--- src/rtl/rxr_pkg.sv ---
package rxr_pkg;
   typedef enum logic {
      ACQ_REF    = 1'b0,
      TRACK_DATA = 1'b1
   } acq_state_e;
endpackage

--- src/rtl/rxr_sync.sv ---
module rxr_sync #(
   parameter int WIDTH  = 1,
   parameter int STAGES = 2
) (
   input  logic             clk,
   input  logic             rst_n,
   input  logic [WIDTH-1:0] d,
   output logic [WIDTH-1:0] q
);
   if (STAGES < 2) begin : g_bad_stages
      $error("rxr_sync: STAGES must be at least 2");
   end
   if (WIDTH < 1) begin : g_bad_width
      $error("rxr_sync: WIDTH must be at least 1");
   end

   logic [STAGES-1:0][WIDTH-1:0] chain_q;

   always_ff @(posedge clk or negedge rst_n) begin
      if (!rst_n) chain_q <= '0;
      else        chain_q <= {chain_q[STAGES-2:0], d};
   end

   assign q = chain_q[STAGES-1];
endmodule

--- src/rtl/rxr_quiet_timer.sv ---
module rxr_quiet_timer #(
   parameter int QUIET_CYCLES = 1_600_000
) (
   input  logic clk,
   input  logic rst_n,
   input  logic toggle,
   output logic quiet
);
   localparam int QW = $clog2(QUIET_CYCLES + 1);
   localparam logic [QW-1:0] QLIM = QW'(QUIET_CYCLES);

   if (QUIET_CYCLES < 2) begin : g_bad_quiet
      $error("rxr_quiet_timer: QUIET_CYCLES must be at least 2");
   end

   logic [QW-1:0] idle_cnt_q;

   always_ff @(posedge clk or negedge rst_n) begin
      if (!rst_n)                  idle_cnt_q <= '0;
      else if (toggle)             idle_cnt_q <= '0;
      else if (idle_cnt_q != QLIM) idle_cnt_q <= idle_cnt_q + 1'b1;
   end

   assign quiet = (idle_cnt_q == QLIM);


   quiet_after_idle_chk: assert property (@(posedge clk) disable iff (!rst_n)
      quiet |-> !$past(toggle));
endmodule

--- src/rtl/rxr_acq_fsm.sv ---
module rxr_acq_fsm
   import rxr_pkg::*;
#(
   parameter int LOCK_CYCLES = 64
) (
   input  logic clk,
   input  logic rst_n,
   input  logic ref_req,
   input  logic los_s,
   input  logic raw_lock,
   output logic ref_cmd,
   output logic lock_det
);
   localparam int LW = (LOCK_CYCLES > 1) ? $clog2(LOCK_CYCLES) : 1;
   localparam logic [LW-1:0] LLAST = LW'(LOCK_CYCLES - 1);

   if (LOCK_CYCLES < 1) begin : g_bad_lock
      $error("rxr_acq_fsm: LOCK_CYCLES must be at least 1");
   end

   acq_state_e    state_q;
   logic [LW-1:0] lock_cnt_q;

   always_ff @(posedge clk or negedge rst_n) begin
      if (!rst_n) begin
         state_q    <= ACQ_REF;
         lock_cnt_q <= '0;
      end else begin
         case (state_q)
            ACQ_REF: begin
               if (ref_req || !raw_lock) begin
                  lock_cnt_q <= '0;
               end else if (lock_cnt_q == LLAST) begin
                  lock_cnt_q <= '0;
                  state_q    <= TRACK_DATA;
               end else begin
                  lock_cnt_q <= lock_cnt_q + 1'b1;
               end
            end
            default: begin
               lock_cnt_q <= '0;
               if (ref_req) state_q <= ACQ_REF;
            end
         endcase
      end
   end

   assign ref_cmd  = (state_q == ACQ_REF);
   assign lock_det = (state_q == TRACK_DATA) && raw_lock && !los_s;


   los_forces_ref_chk: assert property (@(posedge clk) disable iff (!rst_n)
      los_s |=> ref_cmd);


   release_needs_lock_chk: assert property (@(posedge clk) disable iff (!rst_n)
      $fell(ref_cmd) |-> $past(raw_lock));
endmodule

--- src/rtl/rx_source_reacq.sv ---
module rx_source_reacq #(
   parameter int SYNC_STAGES  = 2,
   parameter int QUIET_CYCLES = 1_600_000,
   parameter int LOCK_CYCLES  = 64
) (
   input  logic clk,
   input  logic rst_n,
   input  logic pri_bit,
   input  logic lpbk_bit,
   input  logic use_primary,
   input  logic los_in,
   input  logic test_clk_en,
   input  logic raw_lock,
   output logic data_out,
   output logic ref_lock_cmd,
   output logic lock_det,
   output logic clk_src_sel
);
   localparam int NCTL = 3;

   logic [NCTL-1:0] ctl_s;
   logic            sel_s, los_s;
   logic            cond_d, data_q;
   logic            toggle, quiet, ref_req;

   rxr_sync #(.WIDTH(NCTL), .STAGES(SYNC_STAGES)) u_sync (
      .clk   (clk),
      .rst_n (rst_n),
      .d     ({test_clk_en, los_in, use_primary}),
      .q     (ctl_s)
   );

   assign sel_s       = ctl_s[0];
   assign los_s       = ctl_s[1];
   assign clk_src_sel = ctl_s[2];

   assign cond_d = sel_s ? (pri_bit & ~los_s) : lpbk_bit;

   always_ff @(posedge clk or negedge rst_n) begin
      if (!rst_n) data_q <= 1'b0;
      else        data_q <= cond_d;
   end

   assign data_out = data_q;
   assign toggle   = cond_d ^ data_q;

   rxr_quiet_timer #(.QUIET_CYCLES(QUIET_CYCLES)) u_quiet (
      .clk    (clk),
      .rst_n  (rst_n),
      .toggle (toggle),
      .quiet  (quiet)
   );

   assign ref_req = los_s | quiet;

   rxr_acq_fsm #(.LOCK_CYCLES(LOCK_CYCLES)) u_fsm (
      .clk      (clk),
      .rst_n    (rst_n),
      .ref_req  (ref_req),
      .los_s    (los_s),
      .raw_lock (raw_lock),
      .ref_cmd  (ref_lock_cmd),
      .lock_det (lock_det)
   );


   los_zeroes_primary_chk: assert property (@(posedge clk) disable iff (!rst_n)
      (sel_s && los_s) |=> !data_out);


   loopback_passes_chk: assert property (@(posedge clk) disable iff (!rst_n)
      !sel_s |=> (data_out == $past(lpbk_bit)));


   los_blocks_lock_chk: assert property (@(posedge clk) disable iff (!rst_n)
      los_s |-> !lock_det);
endmodule

--- config.mk ---
export PLATFORM = sky130hd
export DESIGN_NAME = rx_source_reacq
export DESIGN_NICKNAME = d
export VERILOG_FILES = /design/src/rtl/rxr_pkg.sv /design/src/rtl/rxr_sync.sv /design/src/rtl/rxr_quiet_timer.sv /design/src/rtl/rxr_acq_fsm.sv /design/src/rtl/rx_source_reacq.sv
export SDC_FILE = /design/constraint.sdc
export NUM_CORES = 1
export LEC_CHECK = 0
export ABC_AREA = 1
export CAP_MARGIN = 20
export CORE_MARGIN = 3
export CORE_UTILIZATION = 36
export DETAILED_ROUTE_END_ITERATION = 12
export PLACE_DENSITY = 0.64
export SLEW_MARGIN = 20
export SYNTH_ARGS = -nofsm -noshare
export SYNTH_HDL_FRONTEND = slang
export SYNTH_SLANG_ARGS = --single-unit
export TNS_END_PERCENT = 30
--- constraint.sdc ---
create_clock -name clk -period 2.2 [get_ports clk]
set_clock_uncertainty 0.2 [all_clocks]
set_input_delay 0.44 -clock clk [delete_from_list [all_inputs] [get_ports clk]]
set_output_delay 0.44 -clock clk [all_outputs]
set_load 0.02 [all_outputs]
==> run_results.csv, run 1 <==
group,metric,value,unit
synthesis,ys_async_sr_fraction,1.000,
grt,grt-ovfl-total,0,
setup_path,critical_path_required,1.56,ns
clock_network,clockBufferDepth,2,
timing,rsz0062_at_grt,"false",
clock_network,root_buffer,"clkbuf_8",
synthesis,synth_area,1891,um^2
synthesis,ys_ff_latch,35,
clock_network,hold_buffers,0,
clock_network,clock_latency,0.28,ns
synthesis,synthMuxAreaShare,0,
setup_path,r2r-end,"u_quiet.idle_cnt_q[20]",
synthesis,synth_top_area_frac,0.4633,
die,floorplan.initialDensity,0.3850,
clock_network,cts.clk_slew.worst_paths,0.07,ns
synthesis,ys_seq_area_frac,0.4633,
setup_path,max_stage_delay,0.47,ns
synthesis,synth-simple-area-share,0.3494,
setup_path,path_delay_family,"buffers and inverters",
run,drv_cap,0,
die,die_height,78.47,um
synthesis,synth_area_leaders,"dfrtp_1, nand2_1, nor2_1",
grt,met1_usage,0.1816,
status,outcome,"complete, no violations",
setup_path,worstPathMaxFanout,2,
clock_network,cts_buffers,5,
drt,vias,1606,
synthesis,syn_nets,267,
die,rows,25,
die,ios,12,
timing,setup_viol,0,
clock_network,cts_tree,"built",
clock_network,cts_sinks,35,
grt,use_met2,0.2166,
placement,hpwl,2937,um
setup_path,rrSetupSlack,0.59,ns
finish,nets,287,
synthesis,synth_compound_area_frac,0.06353,
finish,design_area,2211,um^2
timing,drv_slew,0,
synthesis,yosys.area_share.adder,0.01985,
timing,fin_hold_ws,0.01119,ns
finish,post-route-util,0.4502,
drt,drcViolationCount,0,
timing,max_slew.worst_pin.slew,0.7532,ns
synthesis,ys_warn_count,0,
synthesis,synth.largest_area_cell,"dfrtp_1",
setup_path,r2r_start,"u_quiet.idle_cnt_q[1]",
finish,num-fill-cells,517,
timing,fin_crit,2.075,ns
clock_network,htree_levels,2,
drt,wl_per_cell,11.15,um
finish,layout.area.seq,875.8,um^2
drt,drt_pass1_iterations,4,
grt,antenna_found_initial,0,
grt,grt_usage,0.1381,
setup_path,cp-end-kind,"output port",
finish,multiInputGateArea,853.3,um^2
die,core,4911,um^2
drt,first_iter_violations,116,
finish,area.growth.synth_to_final,16.94,%
pwr,p_leak,1.028,nW
finish,antenna_cells,0,
timing,maxSlewHeadroom,0.4979,
timing,tns,0,ns
synthesis,synth_top_family_by_area,"simple AND/OR/NAND/NOR gates",
die,die_w,78.47,um
setup_path,crit_slowest_cell,"clkdlybuf4s50_1",
synthesis,synthCells,256,
setup_path,critPathBufInv,3,
hold_path,worst_hold_path_type,"in2async",
synthesis,synth_edf_count,0,
pwr,pwr_density_cell,627.8,nW/um^2
setup_path,reg2regPathDepth,7,
drt,ant_nets,0,
placement,dp_cells,336,
grt,grt_pass1_vias,1478,
grt,grt_max_degree,30,
grt,top_usage_layer,"met2",
setup_path,critPathArrivalTime,1.43,ns
setup_path,start_kind,"primary input",
grt,grt_pass1_wl,6651,um
timing,fmax,482.0,MHz
synthesis,ys_types,22,
grt,met3_usage,0.02867,
finish,drive_above_1_share,0.07942,
synthesis,synth_area_per_cell,7.385,um^2
setup_path,crit_type,"in2out",
synthesis,synth_xor_area_frac,0.01853,
placement,io_buffers,11,
drt,wl,3835,um
placement,gp_congestion,0.8226,
timing,final_hold_viol_count,0,
placement,placed_area,2095,um^2
pwr,ir_drop,0.4452,mV
synthesis,ys.flop_type,"dfrtp_1",
finish,layoutNonFillerInstCount,344,
drt,viasPerCell,4.669,
timing,fin_crit_sh,0.9430,
die,die_area,6157,um^2
setup_path,cp_cell_sequence,"clkdlybuf4s50_1 -> inv_1 -> nor3_1 -> dlygate4sd2_1",
## synth_stat cells (2+ instances only)
library cell and number:
and3_1 2, a21oi_1 13, inv_2 2, nor2_2 2
inv_1 39, nand3_1 29, xor2_1 3, o21ai_0 11
nor3_1 5, nand2_2 2, nor2_1 44, nor2_4 2
nand4_1 5, dfrtp_1 35, ha_1 3, nand2_1 53
## how the worst max path moves through the flow
stage / startpoint / end / slack, ns / cells past startpoint
final: raw_lock / lock_det / 0.13 / 4
after global routing: raw_lock / lock_det / 0.02 / 4
after CTS: raw_lock / lock_det / 0.11 / 4
after detailed placement: raw_lock / lock_det / -0.18 / 4
after global placement: raw_lock / lock_det / -0.16 / 4
after floorplan: u_fsm.state_q / lock_det / 0.57 / 2
## final cells by class
cell class | count | area share
Clock inverter | 2 | 0.01585
Inverter | 41 | 0.06961
Clock buffer | 6 | 0.03735
Tap cell | 67 | 0.03792
Sequential cell | 35 | 0.3962
Timing Repair Buffer | 14 | 0.05716
Multi-Input combinational cell | 179 | 0.3860
## worst register-to-register path, cell delays in order (launching register included)
cell and delay [ns]:
dfrtp_1 0.39, ha_1 0.22, nand2_1 0.09, nor2_2 0.14
nand2_1 0.13, nor2_1 0.14, nand3_1 0.08, a21oi_1 0.15
## per-stage QoR
| stage | setup WS, ns | power [mW] |
|---|---|---|
| after floorplan | 0.5666 | 0.7546 |
| after global routing | 0.02217 | 1.460 |
| after global placement | -0.1589 | 0.8061 |
| after CTS | 0.1109 | 1.413 |
| final | 0.1254 | 1.388 |
| after detailed placement | -0.1777 | 0.8094 |
## state kept, by name, indices dropped and copies added (netlist names)
| name | count |
|---|---|
| u_quiet.idle_cnt_q | 21 |
| u_fsm.lock_cnt_q | 6 |
| u_sync.chain_q | 3 |
| u_sync.q | 3 |
| data_out | 1 |
| u_fsm.state_q | 1 |
## what timing repair did
action | 4_1_cts | 5_1_grt
setup buffers | 0 | 0
gates resized for setup | 1 | 0
endpoints found under the setup margin | 1 | 0
## report_power, final
part	switching [mW]	leakage, nW	internal, mW	total [mW]
combinational	0.0707	0.497	0.0480	0.119
sequential	0.0150	0.470	0.662	0.677
clock	0.226	0.0612	0.366	0.593
## metal layers
layer,up-vias,wire length (um),share of wire
li1,847,-,-
met1,734,1838,0.48
met2,18,1820,0.47
met3,7,98,0.026
met4,0,76,0.020
met5,-,0,0
## cells by family after synthesis
group	after synthesis
adder cells (fa/ha/maj)	3
flip-flops	35
buffers and inverters	42
XOR/XNOR	4
AO/OA/AOI/OAI	24
AND/OR/NAND/NOR	148
## cell usage in the layout, fill, tap and decap left out, types with 2 or more instances in the layout
master / synthesis / final
nor2_1: 44 / 44
nand3_1: 29 / 29
nand4_1: 5 / 5
and3_1: 2 / 2
dfrtp_1: 35 / 35
xor2_1: 3 / 3
clkbuf_8: 0 / 6
o21ai_0: 11 / 11
buf_4: 1 / 3
clkdlybuf4s50_1: 0 / 9
ha_1: 3 / 3
nand2_1: 53 / 53
a21oi_1: 13 / 13
nand2_2: 2 / 2
nor3_1: 5 / 5
nor2_2: 2 / 2
inv_2: 2 / 2
inv_1: 39 / 39
nor2_4: 2 / 2
(Power assumes the default switching activity.)
==> run 2: changes to the inputs <==
Settings changed: PLACE_DENSITY 0.64 to 0.54.
==> run_results.csv, run 2 (synthesized netlist as in run 1, its figures left out) <==
group,metric,value,unit
status,outcome,"finished with violations",
status,violations,"negative hold slack",
pwr,p_total,1.398,mW
timing,fin_crit_sh,0.9391,
finish,layout_common_cells,"nand2_1, nor2_1, inv_1",
placement,hpwl,2959,um
die,die_area,6157,um^2
run,drv_cap,0,
setup_path,critPathLaunch,"raw_lock",
pwr,clock_power_share,0.427,
timing,final_hold_viol_count,35,
clock_network,hold_buffers,0,
setup_path,critPathArrivalTime,1.43,ns
clock_network,clock_latency,0.29,ns
finish,final_common_cell,"nand2_1",
grt,grt-ovfl-total,0,
setup_path,reg2regPathDepth,7,
grt,grt_pass1_vias,1578,
clock_network,root_buffer,"clkbuf_8",
grt,grt_pass1_wl,7224,um
drt,first_iter_violations,74,
setup_path,r2r_start,"u_quiet.idle_cnt_q[1]",
setup_path,crit_type,"in2out",
finish,drive_above_1_share,0.08602,
drt,vias,1573,
setup_path,worstPathMaxFanout,2,
drt,drcViolationCount,0,
placement,placed_area,2110,um^2
clock_network,postCtsSetupRepairBufs,0,
timing,fin_crit,2.066,ns
finish,largest_register,"u_quiet.idle_cnt_q",
clock_network,cts_sinks,35,
drt,ant_nets,0,
timing,drv_slew,0,
clock_network,cts.clk_slew.worst_paths,0.07,ns
pwr,ir_drop,0.3987,mV
setup_path,rrSetupSlack,0.57,ns
drt,viasPerCell,4.546,
clock_network,htree_levels,2,
finish,largest_reg_flops,21,
pwr,switching_share,0.2272,
finish,area.growth.synth_to_final,17.74,%
timing,maxSlewHeadroom,0.7009,
pwr,p_comb_frac,0.089,
setup_path,start_kind,"primary input",
setup_path,critical_path_required,1.56,ns
pwr,p_leak,1.038,nW
die,floorplan.initialDensity,0.3850,
die,ios,12,
pwr,power_switching,317.5,uW
die,die_height,78.47,um
hold_path,worst_hold_path_type,"in2async",
pwr,pwr_density_cell,627.9,nW/um^2
finish,nets,289,
pwr,p_int,1.080,mW
setup_path,cp-end-kind,"output port",
setup_path,cp_cell_sequence,"clkdlybuf4s50_1 -> inv_1 -> nor3_1 -> dlygate4sd2_1",
clock_network,cts_buffers,5,
die,rows,25,
timing,rsz0062_at_grt,"false",
die,core,4911,um^2
drt,wl,3882,um
timing,timing.final.ws_setup,0.1339,ns
finish,largest_registers,"u_quiet.idle_cnt_q (21), u_fsm.lock_cnt_q (6)",
placement,gp_congestion,0.7763,
grt,grt_max_degree,36,
placement,io_buffers,11,
timing,setup_viol,0,
timing,fin_hold_ws,-0.01295,ns
grt,antenna_found_initial,0,
placement,place_ws,-0.1705,ns
setup_path,crit_slowest_cell,"clkdlybuf4s50_1",
drt,drt_pass1_iterations,4,
drt,wl_per_cell,11.22,um
die,die_w,78.47,um
setup_path,max_stage_delay,0.47,ns
clock_network,clockBufferDepth,2,
pwr,sequentialPowerShare,0.484,
clock_network,cts_tree,"built",
timing,max_slew.worst_pin.slew,0.4487,ns
clock_network,cts.repair.resized,1,
finish,design_area,2226,um^2
setup_path,r2r-end,"u_quiet.idle_cnt_q[20]",
grt,grt_usage,0.1477,
timing,fmax,484.0,MHz
finish,antenna_cells,0,
run 2: cell count changes in the layout (fill, tap and decap cells not counted):
cell      change
buf_4         +2
clkbuf_2      -1
buf_2         +1
run 2: worst max-delay path by stage:
stage | cells after the start | endpoint | slack, ns
finish | 4 | lock_det | 0.13
global route | 4 | lock_det | 0.06
CTS | 4 | lock_det | 0.12
detailed placement | 4 | lock_det | -0.17
global placement | 4 | lock_det | -0.16
floorplan | 2 | lock_det | 0.57
run 2: layer usage:
metal | GRT usage | wire (um) | vias to the layer above
li1 | - | - | 854
met1 | 0.1980 | 1959 | 699
met2 | 0.2329 | 1767 | 13
met3 | 0.03096 | 88 | 7
met4 | 0.05769 | 67 | 0
met5 | 0 | 0 | -
run 2: final cells by class:
cell class | count | area, um^2
clock buffers | 6 | 82.58
clock inverters | 2 | 35.03
fillers | 515 | 2685
inverters | 41 | 153.9
multi-input cells | 179 | 853.3
flip-flops and latches | 35 | 875.8
well taps | 67 | 83.83
repair buffers | 16 | 141.4
run 2: worst max-delay path: cells and delay by family:
kind	cells	cell delay [ns]
buf+inv	3	0.87
simple gates	1	0.11
run 2: power groups by stage:
stage / clock network [mW] / logic (mW) / registers, mW
after global placement: 0 / 0.124 / 0.689
after floorplan: 0 / 0.0655 / 0.689
final: 0.597 / 0.124 / 0.676
after CTS: 0.620 / 0.128 / 0.676
after detailed placement: 0 / 0.127 / 0.689
after global routing: 0.647 / 0.145 / 0.679
run 2: stage by stage:
stage / cells / util / setup TNS (ns) / hold WS [ns]
6_report: 346 / 0.4532 / 0 / -0.01295
5_1_grt: 346 / 0.4532 / 0 / 0.02515
4_1_cts: 346 / 0.4532 / 0 / 0.001748
3_5_place_dp: 338 / 0.4296 / -0.1705 / 0.1347
3_3_place_gp: 338 / 0.4296 / -0.1555 / 0.1329
2_1_floorplan: 256 / - / 0 / -0.05559
